**src/rtl/frt_pkg.sv**
```systemverilog
// Shared types for the flash read wait-state sequencer.
// Assumes: encodings are internal; nothing outside the block decodes them.
package frt_pkg;
    typedef enum logic [1:0] {
        ST_IDLE   = 2'd0,
        ST_SETUP  = 2'd1,
        ST_ACCESS = 2'd2,
        ST_DONE   = 2'd3
    } frt_state_e;
endpackage

```
**src/rtl/frt_wait_cnt.sv**
```systemverilog
// Down-counter for the programmed access wait.
// Loads a value, decrements on request and flags zero.
// Assumes: load and dec never occur in the same cycle.
module frt_wait_cnt #(
    parameter int W = 4
) (
    input  logic         clk,
    input  logic         rst_n,
    input  logic         load_i,
    input  logic [W-1:0] load_val_i,
    input  logic         dec_i,
    output logic         zero_o
);
    logic [W-1:0] cnt_q;

    // Count register: load wins, otherwise decrement until zero.
    always_ff @(posedge clk) begin
        if (!rst_n)                    cnt_q <= '0;
        else if (load_i)               cnt_q <= load_val_i;
        else if (dec_i && cnt_q != '0) cnt_q <= cnt_q - 1'b1;
    end

    // Zero flag used by the sequencer to end the wait.
    always_comb zero_o = (cnt_q == '0);


    cnt_load_chk: assert property (@(posedge clk) disable iff (!rst_n)
        load_i |=> (cnt_q == $past(load_val_i)));


    cnt_step_chk: assert property (@(posedge clk) disable iff (!rst_n)
        (dec_i && !load_i && cnt_q != '0) |=> (cnt_q == $past(cnt_q) - 1'b1));
endmodule

```
**src/rtl/frt_buf_shadow.sv**
```systemverilog
// Per-port active stretch bits for read-buffer hits.
// Bit n copies its configuration bit only when port n's buffer is refilled.
// Assumes: upd_port_i is below N whenever upd_i is high.
module frt_buf_shadow #(
    parameter int N  = 4,
    parameter int PW = 3
) (
    input  logic          clk,
    input  logic          rst_n,
    input  logic          upd_i,
    input  logic [PW-1:0] upd_port_i,
    input  logic [N-1:0]  cfg_i,
    output logic [N-1:0]  stretch_o
);
    for (genvar g = 0; g < N; g++) begin : g_port
        // Shadow flop for port g, refreshed on that port's buffer update.
        always_ff @(posedge clk) begin
            if (!rst_n)                                stretch_o[g] <= 1'b0;
            else if (upd_i && upd_port_i == PW'(g))    stretch_o[g] <= cfg_i[g];
        end
    end


    shadow_hold_chk: assert property (@(posedge clk) disable iff (!rst_n)
        !upd_i |=> $stable(stretch_o));
endmodule

```
**src/rtl/flash_read_timer.sv**
```systemverilog
// Flash read wait-state sequencer.
// Accepts one request at a time.
// Optionally inserts an address-setup cycle for bus ports.
// Times the access either from a programmed wait count or from a ready input.
// Returns the data with a one-cycle ready/valid pulse.
// Buffer hits skip the flash and may be stretched per port to the flash latency.
// Assumes: the arbitration grant is immediate; port_i == NUM_BUS is the internal engine.
module flash_read_timer
    import frt_pkg::*;
#(
    parameter int NUM_BUS = 4,
    parameter int WS_W    = 4,
    localparam int PORT_W = $clog2(NUM_BUS + 1)
) (
    input  logic              clk,
    input  logic              rst_n,
    input  logic              req_i,
    input  logic [PORT_W-1:0] port_i,
    input  logic              hit_i,
    input  logic              addr_wait_i,
    input  logic [WS_W-1:0]   access_ws_i,
    input  logic              auto_ws_i,
    input  logic [NUM_BUS-1:0] buf_ws_i,
    input  logic              flash_rdy_i,
    output logic              arb_req_o,
    output logic              flash_strobe_o,
    output logic              data_valid_o,
    output logic              bus_ready_o
);
    localparam logic [PORT_W-1:0] CRC_ID = PORT_W'(NUM_BUS);

    frt_state_e        state_q, state_d;
    logic [PORT_W-1:0] port_q;
    logic              real_q;
    logic              auto_q;
    logic              first_q;
    logic              accept;
    logic              in_is_bus;
    logic              q_is_bus;
    logic              sel_stretch;
    logic              do_stretch;
    logic              cnt_zero;
    logic              finish;
    logic              shadow_upd;
    logic [NUM_BUS-1:0] stretch;

    // Request acceptance and classification of the incoming request.
    always_comb begin
        accept      = (state_q == ST_IDLE) && req_i;
        in_is_bus   = (port_i < CRC_ID);
        q_is_bus    = (port_q < CRC_ID);
        sel_stretch = 1'b0;
        for (int i = 0; i < NUM_BUS; i++) begin
            if (port_i == PORT_W'(i)) sel_stretch = stretch[i];
        end
        do_stretch  = hit_i && in_is_bus && !auto_ws_i && sel_stretch;
    end

    // End of the access phase: ready input in automatic mode, else the count.
    always_comb finish = (auto_q && real_q) ? flash_rdy_i : cnt_zero;

    // Next-state logic of the sequencer.
    always_comb begin
        state_d = state_q;
        unique case (state_q)
            ST_IDLE: begin
                if (accept) begin
                    if (hit_i && !do_stretch)          state_d = ST_DONE;
                    else if (addr_wait_i && in_is_bus) state_d = ST_SETUP;
                    else                               state_d = ST_ACCESS;
                end
            end
            ST_SETUP:  state_d = ST_ACCESS;
            ST_ACCESS: if (finish) state_d = ST_DONE;
            ST_DONE:   state_d = ST_IDLE;
            default:   state_d = ST_IDLE;
        endcase
    end

    // State register.
    always_ff @(posedge clk) begin
        if (!rst_n) state_q <= ST_IDLE;
        else        state_q <= state_d;
    end

    // Per-access shadow of requester, access kind and mode, captured on accept.
    always_ff @(posedge clk) begin
        if (!rst_n) begin
            port_q <= '0;
            real_q <= 1'b0;
            auto_q <= 1'b0;
        end else if (accept) begin
            port_q <= port_i;
            real_q <= !hit_i;
            auto_q <= auto_ws_i;
        end
    end

    // Marks the first cycle of the access phase for the arbitration pulse.
    always_ff @(posedge clk) begin
        if (!rst_n) first_q <= 1'b0;
        else        first_q <= (state_d == ST_ACCESS) && (state_q != ST_ACCESS);
    end

    // Output decode from the registered state.
    always_comb begin
        arb_req_o      = (state_q == ST_ACCESS) && first_q && real_q;
        flash_strobe_o = (state_q == ST_ACCESS) && real_q;
        data_valid_o   = (state_q == ST_DONE);
        bus_ready_o    = (state_q == ST_DONE);
        shadow_upd     = (state_q == ST_DONE) && real_q && q_is_bus;
    end

    frt_wait_cnt #(
        .W (WS_W)
    ) u_wait_cnt (
        .clk        (clk),
        .rst_n      (rst_n),
        .load_i     (accept),
        .load_val_i (access_ws_i),
        .dec_i      (state_q == ST_ACCESS),
        .zero_o     (cnt_zero)
    );

    frt_buf_shadow #(
        .N  (NUM_BUS),
        .PW (PORT_W)
    ) u_buf_shadow (
        .clk        (clk),
        .rst_n      (rst_n),
        .upd_i      (shadow_upd),
        .upd_port_i (port_q),
        .cfg_i      (buf_ws_i),
        .stretch_o  (stretch)
    );


    rdy_single_chk: assert property (@(posedge clk) disable iff (!rst_n)
        bus_ready_o |=> !bus_ready_o);


    setup_then_arb_chk: assert property (@(posedge clk) disable iff (!rst_n)
        (state_q == ST_SETUP && real_q) |=> arb_req_o);


    crc_no_setup_chk: assert property (@(posedge clk) disable iff (!rst_n)
        (state_q == ST_SETUP) |-> (port_q != CRC_ID));


    busy_hold_chk: assert property (@(posedge clk) disable iff (!rst_n)
        (state_q != ST_IDLE) |=> $stable(port_q));
endmodule

```
**config.mk**
```make
export PLATFORM = sky130hd
export DESIGN_NAME = flash_read_timer
export DESIGN_NICKNAME = d
export VERILOG_FILES = /design/src/rtl/frt_pkg.sv /design/src/rtl/frt_wait_cnt.sv /design/src/rtl/frt_buf_shadow.sv /design/src/rtl/flash_read_timer.sv
export SDC_FILE = /design/constraint.sdc
export NUM_CORES = 1
export LEC_CHECK = 0
export CAP_MARGIN = 25
export CORE_ASPECT_RATIO = 1.1
export CORE_MARGIN = 4
export CORE_UTILIZATION = 47
export DETAILED_ROUTE_END_ITERATION = 12
export PLACE_DENSITY = 0.87
export SLEW_MARGIN = 20
export SYNTH_ARGS = -nofsm -noshare
export SYNTH_HDL_FRONTEND = slang
export SYNTH_SLANG_ARGS = --single-unit
```
**constraint.sdc**
```tcl
create_clock -name clk -period 1.93 [get_ports clk]
set_input_delay 0.386 -clock clk [delete_from_list [all_inputs] [get_ports clk]]
set_output_delay 0.386 -clock clk [all_outputs]
set_load 0.01 [all_outputs]
```
==> key figures, run 1 <==
Status
  – Status: finished clean

Route
  – Via count: 809
  – Number of DRC markers in iteration 0: 15
  – WL final: 1940 um
  – Drc violations: 0
  – DR WL/cell: 13.4 um
  – Antenna viol nets, final: 0
  – First-pass DRT Iterations: 4
  – DR vias/cell: 5.58

Floorplanning
  – Die W: 48.8 um
  – Std-Cell Core Area: 1650 sq um
  – FP Rows: 15
  – Die H: 52.9 um
  – Starting Density: 0.520
  – I/O Pins: 22
  – DIE AREA: 2580 sq um

Placed design
  – Gp weighted congestion: 0.878
  – Detail Placement HPWL: 1530 um
  – IO Port Bufs: 21
  – Dpl ws: -0.0645 ns

Setup path
  – Slowest cell on the critical path: clkdlybuf4s50_1
  – Worst path cell trace: ha_2, clkdlybuf4s50_1
  – Crit path capture: data_valid_o
  – Worst-path fanout max: 4
  – Crit start category: flip-flop
  – Crit path largest cell delay: 0.54 ns
  – Crit path arrival time: 1.48 ns
  – R2R Setup Slk: 0.28 ns
  – R2r startpoint: state_q[1]
  – Worst R2R End: first_q
  – Worst setup path start: state_q[1]
  – Worst setup EP type: primary output
  – Worst reg-to-reg path cell count: 6
  – Critical path type: flip-flop to primary output
  – Req. time, crit path: 1.54 ns

Global routing
  – Largest net degree at the start of global routing: 12
  – First-pass GRT wire length: 3260 um
  – Total gr overflow: 0
  – Vias in the first global route: 793
  – GRT Overall Usage: 0.159
  – Antenna violations before repair: 0

Clocking
  – CTS root buf: clkbuf_4
  – Num CTS Buffers: 3
  – CTS tree: done
  – Clock slew at reported path FFs: 0.10 ns
  – H-tree levels: 1
  – CTS max path bufs: 2
  – Hold Buf Count CTS: 0
  – Clock sink count: 16
  – Clk_lat worst skew: 0.29 ns

Power and ir drop
  – Combinational share of power: 0.498
  – Power density over the cells: 1240 nW/um^2
  – Switching part of the total: 0.386
  – Leak: 0.471 nW
  – Internal: 0.000871 W
  – Max IR drop VDD: 0.000875 V
  – P_sw: 0.000547 W
  – Part of the power in registers: 0.346
  – Clock power share: 0.156

STA
  – Fin Hold WS: 0.472 ns
  – Fin worst setup slack: 0.0617 ns
  – RSZ-0062 raised after global routing: no
  – Max-slew violations: 0
  – Fin crit share: 0.968
  – Final hold violations: 0
  – Rel. slew slack: 0.770
  – Fmax: 535 MHz
  – Clock Skews: 0.00552 ns
  – Fin crit period: 1.87 ns
  – Final setup violation count: 0
  – Slew @ Worst Pin: 0.345 ns

Flow run
  – Max_cap viols: 0

Min path
  – HP Class: flip-flop to flip-flop
  – Hold depth: 2

Synthesis
  – Cell Area, Synth: 860 sq um
  – Post-synth ARST share: 0
  – Syn_area_per_cell: 8.35 sq um
  – Synth Warn #: 0
  – Gate Count Post-Synth: 103
  – Most used flip-flop cell after synthesis: dfxtp_1
  – Most frequent cell after synthesis: dfxtp_1
  – Yosys top cell by area: dfxtp_1
  – Synth unique cells: 32
  – Synthesized flop and latch total: 16
  – Syn nets: 126
  – Synth top cells by count: dfxtp_1, nand2_1, a21oi_1
  – Largest cells by area after synthesis: dfxtp_1, ha_1, a21oi_1, nand2_1, mux2i_1
  – Seq/Total Area, Yosys: 0.373
  – EDFF count, synth: 0
  – Post-synth top area share: 0.373

Layout
  – Fin nets: 152
  – Antenna Cells: 0
  – Area grow syn2layout: 32.9%
  – Post-layout util: 0.692
  – Share of post-route cells with drive strength above 1: 0.117
  – Fillers: 132
layer usage:
| layer | vias up | track usage | wire length, um |
|---|---|---|---|
| li1 | 413 | - | - |
| met1 | 362 | 0.180 | 809 |
| met2 | 28 | 0.291 | 966 |
| met3 | 6 | 0.0507 | 126 |
| met4 | 0 | 0.0359 | 36 |
| met5 | - | 0 | 0 |
cells in the final DEF, fill, tap and decap left out, types with 5 or more instances in the layout:
cell / instances
buf_4: 5
nand2_1: 13
nor2_1: 8
a21oi_1: 11
clkdlybuf4s50_1: 19
inv_1: 6
dfxtp_1: 16
o21ai_0: 5
final cells by class:
cell class	instances	area [sq um]	area share
Multi-Input combinational cell	75	493	0.432
Sequential cell	16	320	0.280
Timing Repair Buffer	26	245	0.215
Clock buffer	4	36.3	0.0318
Inverter	7	26.3	0.0230
Tap cell	17	21.3	0.0186
registers in the layout, indices dropped and copies added (netlist names):
register,flops
port_q,3
u_buf_shadow.stretch_o,4
real_q,1
auto_q,1
u_wait_cnt.cnt_q,4
first_q,1
state_q,2
worst max-delay path, delay by kind of cell, from the launching register on:
kind	cells	cell delay, ns
buffers and inverters	1	0.54
DFF	1	0.42
adders and majority gates	1	0.24
timing repair:
action	CTS	global route
pin swaps	0	0
resized for setup	4	1
setup endpoints to repair	2	2
buffers inserted	1	0
hold endpoints to repair	0	0
how the worst min path moves through the flow:
stage	startpoint	endpoint
finish	port_q[2]	port_q[2]
global route	auto_q	auto_q
CTS	port_q[2]	port_q[2]
detailed placement	port_q[2]	port_q[2]
global placement	port_q[2]	port_q[2]
floorplan	port_q[2]	port_q[2]
logic make-up (layout without fill, tap and decap cells):
group	Yosys count	after routing	share of synthesized area
XOR/XNOR	3	3	0.0306
AND/OR/NAND/NOR	36	36	0.207
buffers and inverters	12	37	0.0597
adder cells (fa/ha/maj)	5	5	0.0728
flip-flops	16	16	0.373
multiplexers	5	5	0.0611
AO/OA/AOI/OAI	26	26	0.197
power by group through the flow:
stage	clock network, W	registers, W	logic [W]
final	0.000221	0.000491	0.000707
after floorplan	0	0.000475	0.000506
after CTS	0.000224	0.000487	0.000701
after global routing	0.000245	0.000500	0.000789
after global placement	0	0.000490	0.000645
after detailed placement	0	0.000491	0.000684
through the flow:
stage / cell area (sq um) / power (W) / instances / setup TNS, ns
floorplan: 860 / 0.000980 / 103 / 0
global placement: 1100 / 0.00113 / 140 / 0
detailed placement: 1100 / 0.00118 / 140 / -0.102
CTS: 1140 / 0.00141 / 145 / 0
global route: 1140 / 0.00153 / 145 / 0
finish: 1140 / 0.00142 / 145 / 0
(Power assumes the default switching activity.)
==> run 2: changes to the inputs <==
Settings changed: ABC_CLOCK_PERIOD_IN_PS set to 1930, CAP_MARGIN 25 to not set, GPL_TIMING_DRIVEN set to 0.
==> key figures, run 2 (synthesis results as in run 1) <==
Placed design
  – IO Port Bufs: 21
  – Gp weighted congestion: 0.782
  – DP Area: 1090 sq um
  – Dpl ws: -0.118 ns
  – Detail Placement HPWL: 1530 um
  – Inst Count DP: 141

Min path
  – Hold Startpoint: port_q[2]
  – Hold depth: 2
  – Endpoint, Worst Hold: port_q[2]
  – HP Class: flip-flop to flip-flop

Global routing
  – Antenna violations before repair: 0
  – Largest net degree at the start of global routing: 11
  – Total gr overflow: 0
  – First-pass GRT wire length: 3270 um
  – Vias in the first global route: 768
  – GRT Overall Usage: 0.159

Setup path
  – Slowest cell on the critical path: clkdlybuf4s50_1
  – Req. time, crit path: 1.54 ns
  – R2r startpoint: state_q[0]
  – CP bufs+invs: 2
  – Critical path type: flip-flop to primary output
  – Worst setup EP type: primary output
  – Crit path arrival time: 1.50 ns
  – Worst path cell trace: ha_2, buf_4, clkdlybuf4s50_1
  – Crit start category: flip-flop
  – Crit path largest cell delay: 0.52 ns
  – Family with the most delay on the worst path: buffers and inverters
  – Worst R2R End: first_q
  – Worst reg-to-reg path cell count: 7
  – Worst-path fanout max: 4
  – R2R Setup Slk: 0.22 ns

STA
  – Final hold violations: 0
  – Max-slew violations: 0
  – Rel. slew slack: 0.691
  – Slew @ Worst Pin: 0.463 ns
  – Fin crit share: 0.979
  – Fmax: 529 MHz
  – RSZ-0062 raised after global routing: yes
  – Fin worst setup slack: 0.0409 ns
  – Fin crit period: 1.89 ns
  – Final setup violation count: 0
  – Clock Skews: 0.00459 ns

Layout
  – Fillers: 138
  – Antenna Cells: 0
  – Area grow syn2layout: 34.1%
  – Post-layout util: 0.698
  – Share of post-route cells with drive strength above 1: 0.125
  – Biggest regs: u_buf_shadow.stretch_o x4, u_wait_cnt.cnt_q x4, port_q x3
  – Most common cell after layout, fill and taps aside: clkdlybuf4s50_1
  – Most frequent cells in the layout: clkdlybuf4s50_1, dfxtp_1, nand2_1, a21oi_1, nor2_1
  – Non-filler cells, final: 145
  – Fin nets: 152
  – Design Area, Final: 1150 sq um

Power and ir drop
  – Max IR drop VDD: 0.000868 V
  – Power density over the cells: 1230 nW/um^2
  – Leak: 0.482 nW

Route
  – First-pass DRT Iterations: 4
  – Via count: 808
  – DR vias/cell: 5.57
  – Drc violations: 0
  – Antenna viol nets, final: 0
  – WL final: 2000 um
  – DR WL/cell: 13.8 um
  – Number of DRC markers in iteration 0: 15

Clocking
  – Clock slew at reported path FFs: 0.09 ns
  – Hold Buf Count CTS: 0
  – CTS root buf: clkbuf_4
  – Clk_lat worst skew: 0.28 ns
  – CTS tree: done
  – Clock sink count: 16
  – H-tree levels: 1
  – Num CTS Buffers: 3
  – CTS max path bufs: 2

Floorplanning
  – Die W: 48.8 um
  – Std-Cell Core Area: 1650 sq um
  – DIE AREA: 2580 sq um
  – Die H: 52.9 um
  – Starting Density: 0.520
  – I/O Pins: 22
  – FP Rows: 15

Flow run
  – Max_cap viols: 0

Status
  – Status: finished clean
[run 2: repair_timing]
| item | in CTS | in global routing |
|---|---|---|
| setup buffers | 1 | 0 |
| cloned | 0 | 0 |
| gates resized for setup | 6 | 3 |
| endpoints found under the setup margin | 3 | 3 |
| endpoints found under the hold margin | 0 | 0 |
[run 2: worst min-delay path: cells and delay by family, from the launching register on]
| family | cells | cell delay [ns] |
|---|---|---|
| compound gates | 1 | 0.05 |
| simple gates | 1 | 0.06 |
| flops | 1 | 0.33 |
[run 2: how the worst max path moves through the flow]
stage                          start        endpoint  slack, ns  depth (start not counted)
after global placement    state_q[0]       arb_req_o      -0.09                          5
after detailed placement  state_q[0]       arb_req_o      -0.12                          5
after floorplan           state_q[0]         first_q       0.42                          6
final                     state_q[1]    data_valid_o       0.04                          3
after global routing      state_q[1]    data_valid_o     -0.003                          3
after CTS                 state_q[0]  flash_strobe_o       0.01                          4
[run 2: per-stage QoR]
| stage | power [W] | setup TNS, ns | hold slack, ns |
|---|---|---|---|
| 6_report | 0.00142 | 0 | 0.483 |
| 5_1_grt | 0.00153 | -0.00314 | 0.508 |
| 4_1_cts | 0.00141 | 0 | 0.484 |
| 3_5_place_dp | 0.00116 | -0.292 | 0.470 |
| 3_3_place_gp | 0.00112 | -0.188 | 0.452 |
| 2_1_floorplan | 0.000980 | 0 | 0.439 |
[run 2: power by group]
part / internal, W / switching [W]
sequential: 0.000427 / 0.0000787
clock: 0.000115 / 0.000104
combinational: 0.000332 / 0.000363
[run 2: routing by layer]
layer,vias to the layer above,global-route usage,share of wire
li1,411,-,-
met1,383,0.182,0.45
met2,12,0.296,0.51
met3,2,0.0394,0.034
met4,0,0.0404,0.0070
met5,-,0,0
[run 2: cell type report]
class,instances,area (sq um),share of cell area
plain buffers,4,21.3,0.0185
clock buffers,4,36.3,0.0315
inverters,7,26.3,0.0228
multi-input cells,75,503,0.436
flip-flops and latches,16,325,0.282
well taps,17,21.3,0.0185
repair buffers,22,219,0.190
==> run 3: changes to the inputs <==
Settings changed: ABC_AREA set to 1, TNS_END_PERCENT set to 5.
==> key figures, run 3 <==
Status
  – Status: finished clean

Layout
  – Fillers: 160
  – Most frequent cells in the layout: nand2_1, clkdlybuf4s50_1, inv_1, dfxtp_1, nor2_1
  – Biggest regs: u_buf_shadow.stretch_o x4, u_wait_cnt.cnt_q x4, port_q x3
  – Area grow syn2layout: 29.5%
  – Fin nets: 175
  – Antenna Cells: 0
  – Sequential cell area: 322 sq um
  – Share of post-route cells with drive strength above 1: 0.120
  – Most common cell after layout, fill and taps aside: nand2_1
  – Multi-input logic area: 472 sq um

Route
  – Number of DRC markers in iteration 0: 25
  – Drc violations: 0
  – First-pass DRT Iterations: 4
  – WL final: 2040 um
  – Antenna viol nets, final: 0
  – Via count: 917
  – DR WL/cell: 12.1 um
  – DR vias/cell: 5.46

Clocking
  – Clk_lat worst skew: 0.28 ns
  – Hold Buf Count CTS: 0
  – H-tree levels: 1
  – CTS tree: done
  – Num CTS Buffers: 3
  – Setup bufs post-CTS: 0
  – Clock slew at reported path FFs: 0.08 ns
  – Clock sink count: 16
  – CTS root buf: clkbuf_4
  – CTS max path bufs: 2

Global routing
  – Largest net degree at the start of global routing: 11
  – Antenna violations before repair: 0
  – Total gr overflow: 0
  – First-pass GRT wire length: 3550 um
  – GRT Overall Usage: 0.173
  – Vias in the first global route: 864

Synthesis
  – Post-synth ARST share: 0
  – Syn_area_per_cell: 6.97 sq um
  – Syn nets: 149
  – Synth unique cells: 21
  – Most frequent cell after synthesis: nand2_1
  – Synth top cells by count: nand2_1, inv_1, dfxtp_1
  – Most used flip-flop cell after synthesis: dfxtp_1
  – Yosys top cell by area: dfxtp_1
  – Gate Count Post-Synth: 126
  – Post-synth top area share: 0.365
  – Synth Warn #: 0
  – EDFF count, synth: 0
  – Largest cells by area after synthesis: dfxtp_1, nand2_1, inv_1, ha_1, o21ai_0
  – Seq/Total Area, Yosys: 0.365
  – Cell Area, Synth: 878 sq um
  – Synthesized flop and latch total: 16

Floorplanning
  – DIE AREA: 2630 sq um
  – FP Rows: 16
  – Die H: 53.3 um
  – Starting Density: 0.493
  – Std-Cell Core Area: 1780 sq um
  – Die W: 49.2 um
  – I/O Pins: 22

Setup path
  – CP bufs+invs: 2
  – Critical path type: flip-flop to primary output
  – Worst setup EP type: primary output
  – Crit path largest cell delay: 0.52 ns
  – Crit path arrival time: 1.45 ns
  – Worst-path fanout max: 3
  – Worst path cell trace: ha_2, buf_4, clkdlybuf4s50_1
  – Crit start category: flip-flop
  – Slowest cell on the critical path: clkdlybuf4s50_1
  – Req. time, crit path: 1.54 ns
  – Family with the most delay on the worst path: buffers and inverters

STA
  – Final setup violation count: 0
  – Fin crit period: 1.83 ns
  – Clock Skews: 0.00192 ns
  – RSZ-0062 raised after global routing: no
  – Slew @ Worst Pin: 0.313 ns
  – Max-slew violations: 0
  – Fmax: 546 MHz
  – Fin crit share: 0.950
  – Total negative slack: 0 ns
  – Fin worst setup slack: 0.0970 ns
  – Rel. slew slack: 0.791
  – Final hold violations: 0

Power and ir drop
  – Max IR drop VDD: 0.000590 V
  – Leak: 0.517 nW
  – Power density over the cells: 1160 nW/um^2

Placed design
  – Dpl ws: 0.175 ns
  – IO Port Bufs: 21
  – Gp weighted congestion: 0.873
  – Detail Placement HPWL: 1600 um

Min path
  – HP Class: flip-flop to flip-flop

Flow run
  – Max_cap viols: 0
[run 3: logic make-up after synthesis]
family	synth area share
xor+xnor	0.0199
fa+ha+maj	0.0712
flops	0.365
compound gates	0.162
simple gates	0.278
buf+inv	0.104
[run 3: metrics by stage]
| step | hold WS, ns | utilization | area, sq um | total power [W] | std cells |
|---|---|---|---|---|---|
| final | 0.467 | 0.638 | 1140 | 0.00132 | 168 |
| after global routing | 0.490 | 0.638 | 1140 | 0.00144 | 168 |
| after CTS | 0.470 | 0.636 | 1130 | 0.00132 | 168 |
| after detailed placement | 0.454 | 0.624 | 1110 | 0.00115 | 165 |
| after global placement | 0.447 | 0.624 | 1110 | 0.00112 | 165 |
| after floorplan | 0.428 | - | 878 | 0.000982 | 126 |
[run 3: routing by layer]
layer,wire length [um],track usage,up-vias
li1,-,-,459
met1,853,0.190,421
met2,1010,0.321,33
met3,137,0.0394,4
met4,28,0.0711,0
met5,0,0,-
[run 3: final timing paths]
| check | from | to | slack [ns] | cells after the start |
|---|---|---|---|---|
| hold reg to reg | port_q[2] | port_q[2] | 0.47 | 2 |
| setup reg to reg | state_q[0] | first_q | 0.48 | 11 |
| setup / recovery | state_q[0] | data_valid_o | 0.1 | 3 |
| hold / removal | port_q[2] | port_q[2] | 0.47 | 2 |
[run 3: power breakdown]
group / leakage [nW] / switching (W) / internal, W
clock: 0.0138 / 0.0000942 / 0.0000723
combinational: 0.371 / 0.000385 / 0.000267
sequential: 0.132 / 0.0000727 / 0.000424
[run 3: repair_timing]
item,CTS,global route
hold endpoints to repair,0,0
endpoints found under the setup margin,2,1
resized for setup,4,2
[run 3: worst register-to-register path: stages, from the launching register on]
cell	delay [ns]
dfxtp_1	0.33
inv_2	0.10
ha_1	0.18
nand2_2	0.11
inv_2	0.16
nand2_1	0.07
nor2_1	0.12
nand2_1	0.07
nand2_1	0.05
nand2_1	0.04
nand2_1	0.09
nor2_1	0.05
[run 3: layout make-up]
cell class              count  share of cell area
plain buffers               2              0.0110
clock buffers               3              0.0198
inverters                  21              0.0693
multi-input cells          87               0.415
flip-flops and latches     16               0.283
well taps                  18              0.0198
repair buffers             21               0.183
